### config.mk
export PLATFORM = sky130hd
export DESIGN_NAME = perf_monitor
export DESIGN_NICKNAME = d
export VERILOG_FILES = /design/src/rtl/pmon_pkg.sv /design/src/rtl/pmon_counter.sv /design/src/rtl/pmon_prescaler.sv /design/src/rtl/pmon_flags.sv /design/src/rtl/perf_monitor.sv
export SDC_FILE = /design/constraint.sdc
export NUM_CORES = 1
export LEC_CHECK = 0
export CORE_ASPECT_RATIO = 0.8
export CORE_UTILIZATION = 40
export DETAILED_ROUTE_END_ITERATION = 10
export PLACE_DENSITY = 0.7
export SLEW_MARGIN = 20
export SYNTH_ARGS = -nofsm -noshare
export SYNTH_HDL_FRONTEND = slang
export SYNTH_SLANG_ARGS = --single-unit
### constraint.sdc
create_clock -name clk -period 4.6 [get_ports clk]
set_clock_uncertainty 0.1 [all_clocks]
set_input_delay 1.38 -clock clk [delete_from_list [all_inputs] [get_ports clk]]
set_output_delay 1.38 -clock clk [all_outputs]
set_load 0.005 [all_outputs]
### src/rtl/pmon_pkg.sv
package pmon_pkg;
  localparam int PMON_DATA_W = 32;
  localparam int PMON_ADDR_W = 4;
  localparam int PMON_SEL_W  = 8;

  localparam logic [PMON_ADDR_W-1:0] A_CTL  = 4'd0;
  localparam logic [PMON_ADDR_W-1:0] A_IEN  = 4'd1;
  localparam logic [PMON_ADDR_W-1:0] A_OVF  = 4'd2;
  localparam logic [PMON_ADDR_W-1:0] A_SEL  = 4'd3;
  localparam int                     A_CNT0 = 4;   // cycle counter, then event counters

  localparam logic [PMON_SEL_W-1:0]  SEL_IDLE = '1;

  // Control bit positions
  localparam int CB_RUN  = 0;
  localparam int CB_CLRE = 1;
  localparam int CB_CLRC = 2;
  localparam int CB_SLOW = 3;

  // Read view of control: identity byte, slow bit and run bit only
  function automatic logic [PMON_DATA_W-1:0] ctl_view(input logic [7:0] id,
                                                      input logic slow,
                                                      input logic run);
    logic [PMON_DATA_W-1:0] v;
    v = '0;
    v[31:24]   = id;
    v[CB_SLOW] = slow;
    v[CB_RUN]  = run;
    return v;
  endfunction

  // Pull the code of event counter idx out of the packed select register
  function automatic logic [PMON_SEL_W-1:0] sel_field(input logic [PMON_DATA_W-1:0] v,
                                                      input int idx);
    return v[idx*PMON_SEL_W +: PMON_SEL_W];
  endfunction
endpackage

### src/rtl/pmon_counter.sv
module pmon_counter #(
  parameter int CNT_W = 32
) (
  input  logic             clk,
  input  logic             rst_n,
  input  logic             clr,
  input  logic             inc,
  input  logic             wr,
  input  logic [CNT_W-1:0] wdata,
  output logic [CNT_W-1:0] cnt,
  output logic             wrap
);
  // A wrap is only a real wrap when the increment is the action taken
  assign wrap = inc & ~wr & ~clr & (&cnt);

  always_ff @(posedge clk or negedge rst_n) begin
    if (!rst_n)   cnt <= '0;
    else if (wr)  cnt <= wdata;
    else if (clr) cnt <= '0;
    else if (inc) cnt <= cnt + 1'b1;
  end

  AST_WRITE_WINS: assert property (@(posedge clk) disable iff (!rst_n)
    wr |=> cnt == $past(wdata));
  AST_IDLE_HOLDS: assert property (@(posedge clk) disable iff (!rst_n)
    (!wr && !clr && !inc) |=> $stable(cnt));
  AST_WRAP_ZERO: assert property (@(posedge clk) disable iff (!rst_n)
    wrap |=> cnt == '0);
endmodule

### src/rtl/pmon_prescaler.sv
module pmon_prescaler #(
  parameter int DIV_W = 6
) (
  input  logic clk,
  input  logic rst_n,
  input  logic clr,
  input  logic run,
  output logic tick
);
  logic [DIV_W-1:0] div_q;

  assign tick = run & (&div_q);

  always_ff @(posedge clk or negedge rst_n) begin
    if (!rst_n)   div_q <= '0;
    else if (clr) div_q <= '0;
    else if (run) div_q <= div_q + 1'b1;
  end

  AST_TICK_SPACED: assert property (@(posedge clk) disable iff (!rst_n)
    tick |=> !tick);
endmodule

### src/rtl/pmon_flags.sv
module pmon_flags #(
  parameter int N = 5
) (
  input  logic         clk,
  input  logic         rst_n,
  input  logic [N-1:0] set,
  input  logic         clr_wr,
  input  logic [N-1:0] clr_mask,
  input  logic [N-1:0] ien,
  output logic [N-1:0] flags,
  output logic         irq
);
  logic [N-1:0] clr_eff;

  assign clr_eff = clr_wr ? clr_mask : '0;

  always_ff @(posedge clk or negedge rst_n) begin
    if (!rst_n) begin
      flags <= '0;
      irq   <= 1'b0;
    end else begin
      flags <= (flags & ~clr_eff) | set;   // a new overflow beats a clear
      irq   <= |(flags & ien);
    end
  end

  AST_SET_WINS: assert property (@(posedge clk) disable iff (!rst_n)
    (|set) |=> ((flags & $past(set)) == $past(set)));
  AST_CLEAR_TAKES: assert property (@(posedge clk) disable iff (!rst_n)
    (clr_wr && ((clr_mask & ~set) != '0)) |=> ((flags & $past(clr_mask & ~set)) == '0));
  AST_NO_SELF_CLEAR: assert property (@(posedge clk) disable iff (!rst_n)
    !clr_wr |=> ((flags & $past(flags)) == $past(flags)));
  AST_IRQ_FOLLOWS: assert property (@(posedge clk) disable iff (!rst_n)
    (|(flags & ien)) |=> irq);
endmodule

### src/rtl/perf_monitor.sv
module perf_monitor
  import pmon_pkg::*;
#(
  parameter int         NUM_EVT = 4,
  parameter int         CNT_W   = 32,
  parameter int         PRESC_W = 6,
  parameter logic [7:0] ID_CODE = 8'hA5
) (
  input  logic                        clk,
  input  logic                        rst_n,
  input  logic [PMON_ADDR_W-1:0]      bus_addr,
  input  logic                        bus_wr,
  input  logic [PMON_DATA_W-1:0]      bus_wdata,
  output logic [PMON_DATA_W-1:0]      bus_rdata,
  input  logic [(1<<PMON_SEL_W)-1:0]  evt_in,
  output logic                        irq
);
  localparam int NUM_CNT = NUM_EVT + 1;
  localparam int SEL_TOT = NUM_EVT * PMON_SEL_W;

  // Control and configuration state
  logic               run_q, slow_q;
  logic [NUM_CNT-1:0] ien_q;
  logic [SEL_TOT-1:0] sel_q;

  // Named internal events
  logic               wr_ctl, wr_ien, wr_ovf, wr_sel;
  logic               clr_evt_pulse, clr_cyc_pulse;
  logic               presc_tick;
  logic [NUM_CNT-1:0] cnt_wr, cnt_inc, cnt_clr, cnt_wrap;
  logic [NUM_CNT-1:0][CNT_W-1:0] cnt_all;
  logic [NUM_CNT-1:0] ovf_flags;

  assign wr_ctl = bus_wr && (bus_addr == A_CTL);
  assign wr_ien = bus_wr && (bus_addr == A_IEN);
  assign wr_ovf = bus_wr && (bus_addr == A_OVF);
  assign wr_sel = bus_wr && (bus_addr == A_SEL);

  assign clr_evt_pulse = wr_ctl && bus_wdata[CB_CLRE];
  assign clr_cyc_pulse = wr_ctl && bus_wdata[CB_CLRC];

  always_ff @(posedge clk or negedge rst_n) begin
    if (!rst_n) begin
      run_q  <= 1'b0;
      slow_q <= 1'b0;
      ien_q  <= '0;
      sel_q  <= '1;
    end else begin
      if (wr_ctl) begin
        run_q  <= bus_wdata[CB_RUN];
        slow_q <= bus_wdata[CB_SLOW];
      end
      if (wr_ien) ien_q <= bus_wdata[NUM_CNT-1:0];
      if (wr_sel) sel_q <= bus_wdata[SEL_TOT-1:0];
    end
  end

  // Cycle counter prescaler (slow mode)
  pmon_prescaler #(.DIV_W(PRESC_W)) u_presc (
    .clk   (clk),
    .rst_n (rst_n),
    .clr   (clr_cyc_pulse),
    .run   (run_q && slow_q),
    .tick  (presc_tick)
  );

  assign cnt_inc[0] = run_q && (slow_q ? presc_tick : 1'b1);
  assign cnt_clr[0] = clr_cyc_pulse;

  genvar gi;
  generate
    for (gi = 0; gi < NUM_CNT; gi++) begin : g_cnt
      assign cnt_wr[gi] = bus_wr && (bus_addr == PMON_ADDR_W'(A_CNT0 + gi));

      pmon_counter #(.CNT_W(CNT_W)) u_cnt (
        .clk   (clk),
        .rst_n (rst_n),
        .clr   (cnt_clr[gi]),
        .inc   (cnt_inc[gi]),
        .wr    (cnt_wr[gi]),
        .wdata (CNT_W'(bus_wdata)),
        .cnt   (cnt_all[gi]),
        .wrap  (cnt_wrap[gi])
      );
    end

    for (gi = 0; gi < NUM_EVT; gi++) begin : g_evt
      logic [PMON_SEL_W-1:0] code;
      assign code           = sel_field(PMON_DATA_W'(sel_q), gi);
      assign cnt_inc[gi+1]  = run_q && (code != SEL_IDLE) && evt_in[code];
      assign cnt_clr[gi+1]  = clr_evt_pulse;

      AST_IDLE_CODE: assert property (@(posedge clk) disable iff (!rst_n)
        (code == SEL_IDLE && !cnt_wr[gi+1] && !clr_evt_pulse) |=> $stable(cnt_all[gi+1]));
    end
  endgenerate

  pmon_flags #(.N(NUM_CNT)) u_flags (
    .clk      (clk),
    .rst_n    (rst_n),
    .set      (cnt_wrap),
    .clr_wr   (wr_ovf),
    .clr_mask (bus_wdata[NUM_CNT-1:0]),
    .ien      (ien_q),
    .flags    (ovf_flags),
    .irq      (irq)
  );

  // Read mux
  always_comb begin
    bus_rdata = '0;
    case (bus_addr)
      A_CTL:   bus_rdata = ctl_view(ID_CODE, slow_q, run_q);
      A_IEN:   bus_rdata = PMON_DATA_W'(ien_q);
      A_OVF:   bus_rdata = PMON_DATA_W'(ovf_flags);
      A_SEL:   bus_rdata = PMON_DATA_W'(sel_q);
      default: begin
        for (int k = 0; k < NUM_CNT; k++)
          if (bus_addr == PMON_ADDR_W'(A_CNT0 + k)) bus_rdata = PMON_DATA_W'(cnt_all[k]);
      end
    endcase
  end

  AST_STOPPED_FROZEN: assert property (@(posedge clk) disable iff (!rst_n)
    (!run_q && !wr_ctl && (cnt_wr == '0)) |=> $stable(cnt_all));
  AST_CYC_EVERY_CLK: assert property (@(posedge clk) disable iff (!rst_n)
    (run_q && !slow_q && !cnt_wr[0] && !clr_cyc_pulse) |=> cnt_all[0] == $past(cnt_all[0]) + 1'b1);
endmodule

======== Word-level counts from Yosys, hierarchy flattened ========
Cells that the tools add are included.
Widths: inputs -> output; s select.
operators by class
  muxes and demuxes ....................... 33
  bitwise logic cells ..................... 27
  shift-type cells ........................ 0
  reduce and logical (&&, ||, !) cells .... 35
  equal/unequal tests ..................... 12
  $lt $le $gt $ge ......................... 4
  $add $sub $neg .......................... 6
  divide/modulo/power cells ............... 0
  multiply operators ...................... 0
operator list
  cell                   number
  $mux 32                20
  $add 32x1->32 const B  5
  $reduce_and 32->1      5
  $pmux 32 s4            1
  $lt 8x9->1 const B     4
  $bmux 1 s8             4
  $ne 8x8->1 const B     4
  $logic_and 1x1->1      21
  $and 1x1->1            16
  $eq 4x3->1 const B     4
  $reduce_bool 3->1      5
  $mux 6                 2
  $and 5x5->5            2
  $eq 4x2->1 const B     2
  $not 1->1              7
  $add 6x1->6 const B    1
  $reduce_and 6->1       1
  $mux 1                 5
  $mux 5                 1
  $not 5->5              1
  $or 5x5->5             1
  $reduce_or 5->1        1
  $eq 4x1->1 const B     1
  $eq 4x4->1 const B     1
  2 further kinds        2
word-level totals
  memories kept ........................... 0
  flip-flop bits (word level) ............. 211
  output and inout port bits .............. 33
  bits in writable memories ............... 0
  bits in read-only memories .............. 0
  logic and storage cells ................. 129
  latch bits .............................. 0

======== Logic depth before layout (Yosys ltp) ========
Gate-level depths: netlist of run 1.
  depth in word-level cells ............... 8
  mapped depth ............................ 15

======== Hierarchy ========
Synthesis of run 1 repeated with hierarchy kept, for this count alone.
second synthesis, totals
  cell total of the unflattened synthesis .. 2255
  area, all modules ....................... 21977.3 µm²
modules (own cells, without submodules)
  module          cells each  area each (µm²)  times used
  perf_monitor    1073        11856.4          1
  pmon_counter    227         1920.6           5
  pmon_prescaler  28          290.3            1
  pmon_flags      19          227.7            1

======== Least setup slack after synthesis of run 1 ========
No wires, ideal clock.
  kind .................................... input port to output port
  from .................................... input bus_addr[0]
  to ...................................... output bus_rdata[2]
  setup slack ............................. -227 ps
  buffers on the path ..................... 3
  stages on the path ...................... 6
  required time ........................... 3120 ps
  arrival ................................. 3347 ps
  path through ............................ buf_1 -> buf_1 -> clkbuf_1 -> mux2_2 -> a221oi_1 -> nor2_1
on the way
  cells in the longest elaborated chain, start to end .. 7
  elaborated cells on any way between the ends .. 15
  classes of those cells .................. eq/ne (8); mux (6); reduce/logical (1)
ends and longest elaborated chain
  item                   RTL line             source
  start, declared        perf_monitor.sv:11   input logic [PMON_ADDR_W-1:0] bus_addr,
  $eq 4x3->1             perf_monitor.sv:119  if (bus_addr == PMON_ADDR_W'(A_CNT0 + k)) bus_rdata = PMON_DATA_W'(cnt_all[k]);
  $mux 32 (5 in series)  perf_monitor.sv:119
  $pmux 32 s4 *          perf_monitor.sv:112  case (bus_addr)
  end, declared          perf_monitor.sv:14   output logic [PMON_DATA_W-1:0] bus_rdata,
Mark *: on every way between the ends. The rest lies on a longest branch, timed or not.

======== Worst setup path after layout of run 1 ========
  from .................................... input bus_addr[0]
  to ...................................... output bus_rdata[27]
Same word-level chain as after synthesis.

==> metrics.cfg, run 1 <==
[detailed_routing]
routedLengthMet1_mm = 39.07
viasPerCell = 6.913
wire_per_inst_microns = 30.07
drt_drc_violations_left = 0
maxUsedRoutingLayer = met4
vias = 23236
dr.pass1.iters = 8
dr_wl_met3_mm = 13.40
wirelength_mm = 101.1
ant_nets = 0
drtIter0Drc = 3367
wl_met2_mm = 42.63

[sta]
rsz0062_at_grt = true
worst_pin_slew_ns = 1.067
final-setup-viol-count = 1
tns_ns = -0.01452
finalMaxSlewViolations = 0
hold_viol = 0
timing.fmax_mhz = 216.7
fin_crit_sh = 1.003
holdWs_ns = 0.4390
worst_slack_ns = -0.01452
period_needed_ns = 4.615
slew_headroom = 0.2833

[worst_setup_path]
r2r_cells = 10
slowest_stage = mux4_2
endpoint_kind = primary output
r2r_start = sel_q[27]$_DFFE_PN1P_
critPathArrivalTime_ns = 3.13
crit_path_max_incr_delay_ns = 0.53
crit_cells = 7
critPathKind = input pin to primary output
r2r_end = g_cnt[4].u_cnt.cnt[26]$_DFFE_PN0P_
critPathBufInv = 5
cp-start-kind = input pin
crit_fanout = 7
crit_start = bus_addr[0]
critical-path-top-delay-family = buffers and inverters
crit_end = bus_rdata[27]
critPathRequiredTime_ns = 3.12
regToRegSetupSlack_ns = 0.31
cp_cell_sequence = buf_8 -> buf_12 -> buf_6 -> mux4_2 -> a222oi_1 -> inv_1 -> dlygate4sd2_1

[power_and_ir_drop]
sequentialPowerShare = 0.317
sw_frac_of_total = 0.4315
total_power_mw = 11.00
combPwrFrac = 0.509
p_int_mw = 6.254
pwr-share-clk = 0.174
cellPowerDensity_mw_per_mm2 = 392.6
p_leak_nw = 10.66
p_sw_mw = 4.747
worst_ir_drop_vdd_mv = 0.2860

[die]
io_pins = 328
fp-row-count = 76
core_sq_mm = 0.05411
die_area_sq_mm = 0.05592
start_util = 0.4064
chipWidth_microns = 264.1
die_y_microns = 211.7

[cells_and_area]
final_nets = 2939
area_growth_pct = 27.44
fillCellCount = 4818
final_cells = 3361
drive_gt1_frac = 0.2449

[synth]
syn-cell-area_sq_mm = 0.02199
async_reset_ff_frac = 1.000
synth_top_area_cell = mux4_2
ys_top_cells_by_count = nand2_1 (326), mux4_2 (254), dfrtp_1 (179)
synth_ff_type = dfrtp_1
syn-instance-count = 2251
ys_types = 94
yosysTopAreaCellShare = 0.2601
syn_nets = 2552
synthTopCellsByArea = mux4_2 (26%), dfrtp_1 (20%), nand2_1 (5.6%)
synth-edff-count = 0
ys_warn_count = 0
synth.avg_cell_area_sq_um = 9.769
synth-seq-area-share = 0.2419
yosysMostFrequentCell = nand2_1
synth_seq_cells = 211

[flow_run]
maxCapViolCount = 0

[status]
status = finished, violations left
violations = negative setup slack

[global_route]
grt_max_degree = 102
grt_usage = 0.3584
antenna_found_initial = 4
grt_overflow = 0
grt_pass1_wl_mm = 150.0
grt_pass1_vias = 22420

[clocking]
ctsHoldBuffers = 0
clock_sinks = 211
tritoncts = built
h-tree-depth = 1
path_clk_slew_ns = 0.06
clock_path_buffers = 3
clk_latency_ns = 0.53
root_buffer = clkbuf_16
cts_made_buffers = 23

[placed_design]
portBuffers = 327
hpwlAfterDp_mm = 77.69
routabilityCongestion = 1.008
place_inst = 3302

[hold_path]
hold_class = register to register

how the worst min path moves through the flow:
stage / from / cells after the start / end / slack [ns]
2_1_floorplan: u_flags.flags[3]$_DFF_PN0_ / 2 / u_flags.flags[3]$_DFF_PN0_ / 0.36
3_3_place_gp: ien_q[0]$_DFFE_PN0P_ / 1 / ien_q[0]$_DFFE_PN0P_ / 0.41
3_5_place_dp: ien_q[2]$_DFFE_PN0P_ / 2 / u_flags.irq$_DFF_PN0_ / 0.42
4_1_cts: ien_q[2]$_DFFE_PN0P_ / 2 / u_flags.irq$_DFF_PN0_ / 0.43
5_1_grt: ien_q[0]$_DFFE_PN0P_ / 1 / ien_q[0]$_DFFE_PN0P_ / 0.46
6_report: ien_q[2]$_DFFE_PN0P_ / 2 / u_flags.irq$_DFF_PN0_ / 0.44
per-stage QoR:
stage                 util  instance area (sq um)  worst slack, ns
floorplan                -                  21990         -0.01594
CTS                 0.5164                  27940         -0.04169
global placement    0.5010                  27110          -0.5148
global route        0.5179                  28020         -0.01149
detailed placement  0.5010                  27110          -0.4806
finish              0.5179                  28020         -0.01452
kinds of logic after synthesis:
| group | count (synthesis) | synth area share |
|---|---|---|
| adder cells (fa/ha/maj) | 6 | 0.003414 |
| AND/OR/NAND/NOR | 724 | 0.1545 |
| buffers and inverters | 245 | 0.05770 |
| XOR/XNOR | 96 | 0.03824 |
| flip-flops | 211 | 0.2419 |
| AO/OA/AOI/OAI | 543 | 0.1628 |
| multiplexers | 426 | 0.3414 |
power groups by stage:
| stage | sequential (mW) | combinational (mW) | clock (mW) |
|---|---|---|---|
| finish | 3.49 | 5.60 | 1.91 |
| global route | 3.52 | 5.87 | 1.99 |
| CTS | 3.43 | 5.43 | 1.92 |
| detailed placement | 3.45 | 5.41 | 0 |
| global placement | 3.44 | 5.34 | 0 |
| floorplan | 2.77 | 3.75 | 0 |
repair_timing:
action,4_1_cts,5_1_grt
pin swaps,17,7
gates resized for setup,67,15
buffers inserted,9,5
endpoints found under the setup margin,32,13
worst reg2reg max path: stages, from the launching register on:
cell and delay, ns:
dfstp_2 0.92, inv_1 0.62, mux2_2 0.49, a221o_1 0.30, o211ai_1 0.10, o31ai_1 0.22
o311ai_2 0.41, or2_1 0.36, buf_4 0.24, o21ai_0 0.16, o2bb2a_1 0.33
placed cells by master (no fill, tap or decap), types with 20 or more instances in the layout:
cell type	n
nor2_1	96
mux2i_1	120
a222oi_1	24
o22ai_1	22
clkbuf_16	23
mux2_2	51
mux4_2	254
xor2_1	36
nand2_1	326
dfstp_2	28
buf_12	33
a31oi_1	21
nand4_1	28
o21ai_1	54
a21oi_1	119
dfrtp_1	179
o21ai_0	115
buf_4	185
clkdlybuf4s50_1	292
nor3_1	25
dlygate4sd2_1	20
inv_1	51
nand3_1	94
and3_1	36
xnor2_1	60
final cells by class:
class	count	area, sq um	share of cell area
sequential	211	5335	0.1904
inverter	52	195.2	0.006965
antenna	5	12.51	0.0004465
clock buffer	37	668.1	0.02384
timing repair buffer	555	5401	0.1927
clock inverter	4	70.07	0.002500
tap	702	878.3	0.03134
multi-input combinational	1795	15460	0.5518
state kept, by name, summed over array words and instances, names as in the netlist:
signal           cells
u_flags.flags        5
g_cnt.u_cnt.cnt    160
run_q                1
slow_q               1
ien_q                5
u_presc.div_q        6
u_flags.irq          1
sel_q               32
per-layer routing:
layer / up-vias / global-route usage
li1: 9508 / -
met1: 11446 / 0.4926
met2: 1907 / 0.5180
met3: 375 / 0.09957
met4: 0 / 0.1768
met5: - / 0
Power figures use the tool's default switching activity.
==> inputs of run 2 (changes only) <==
Settings changed: GPL_TIMING_DRIVEN from default to 1.
==> results of run 2 <==
Same layout as run 1: the final DEF is identical, and so are final timing and power.
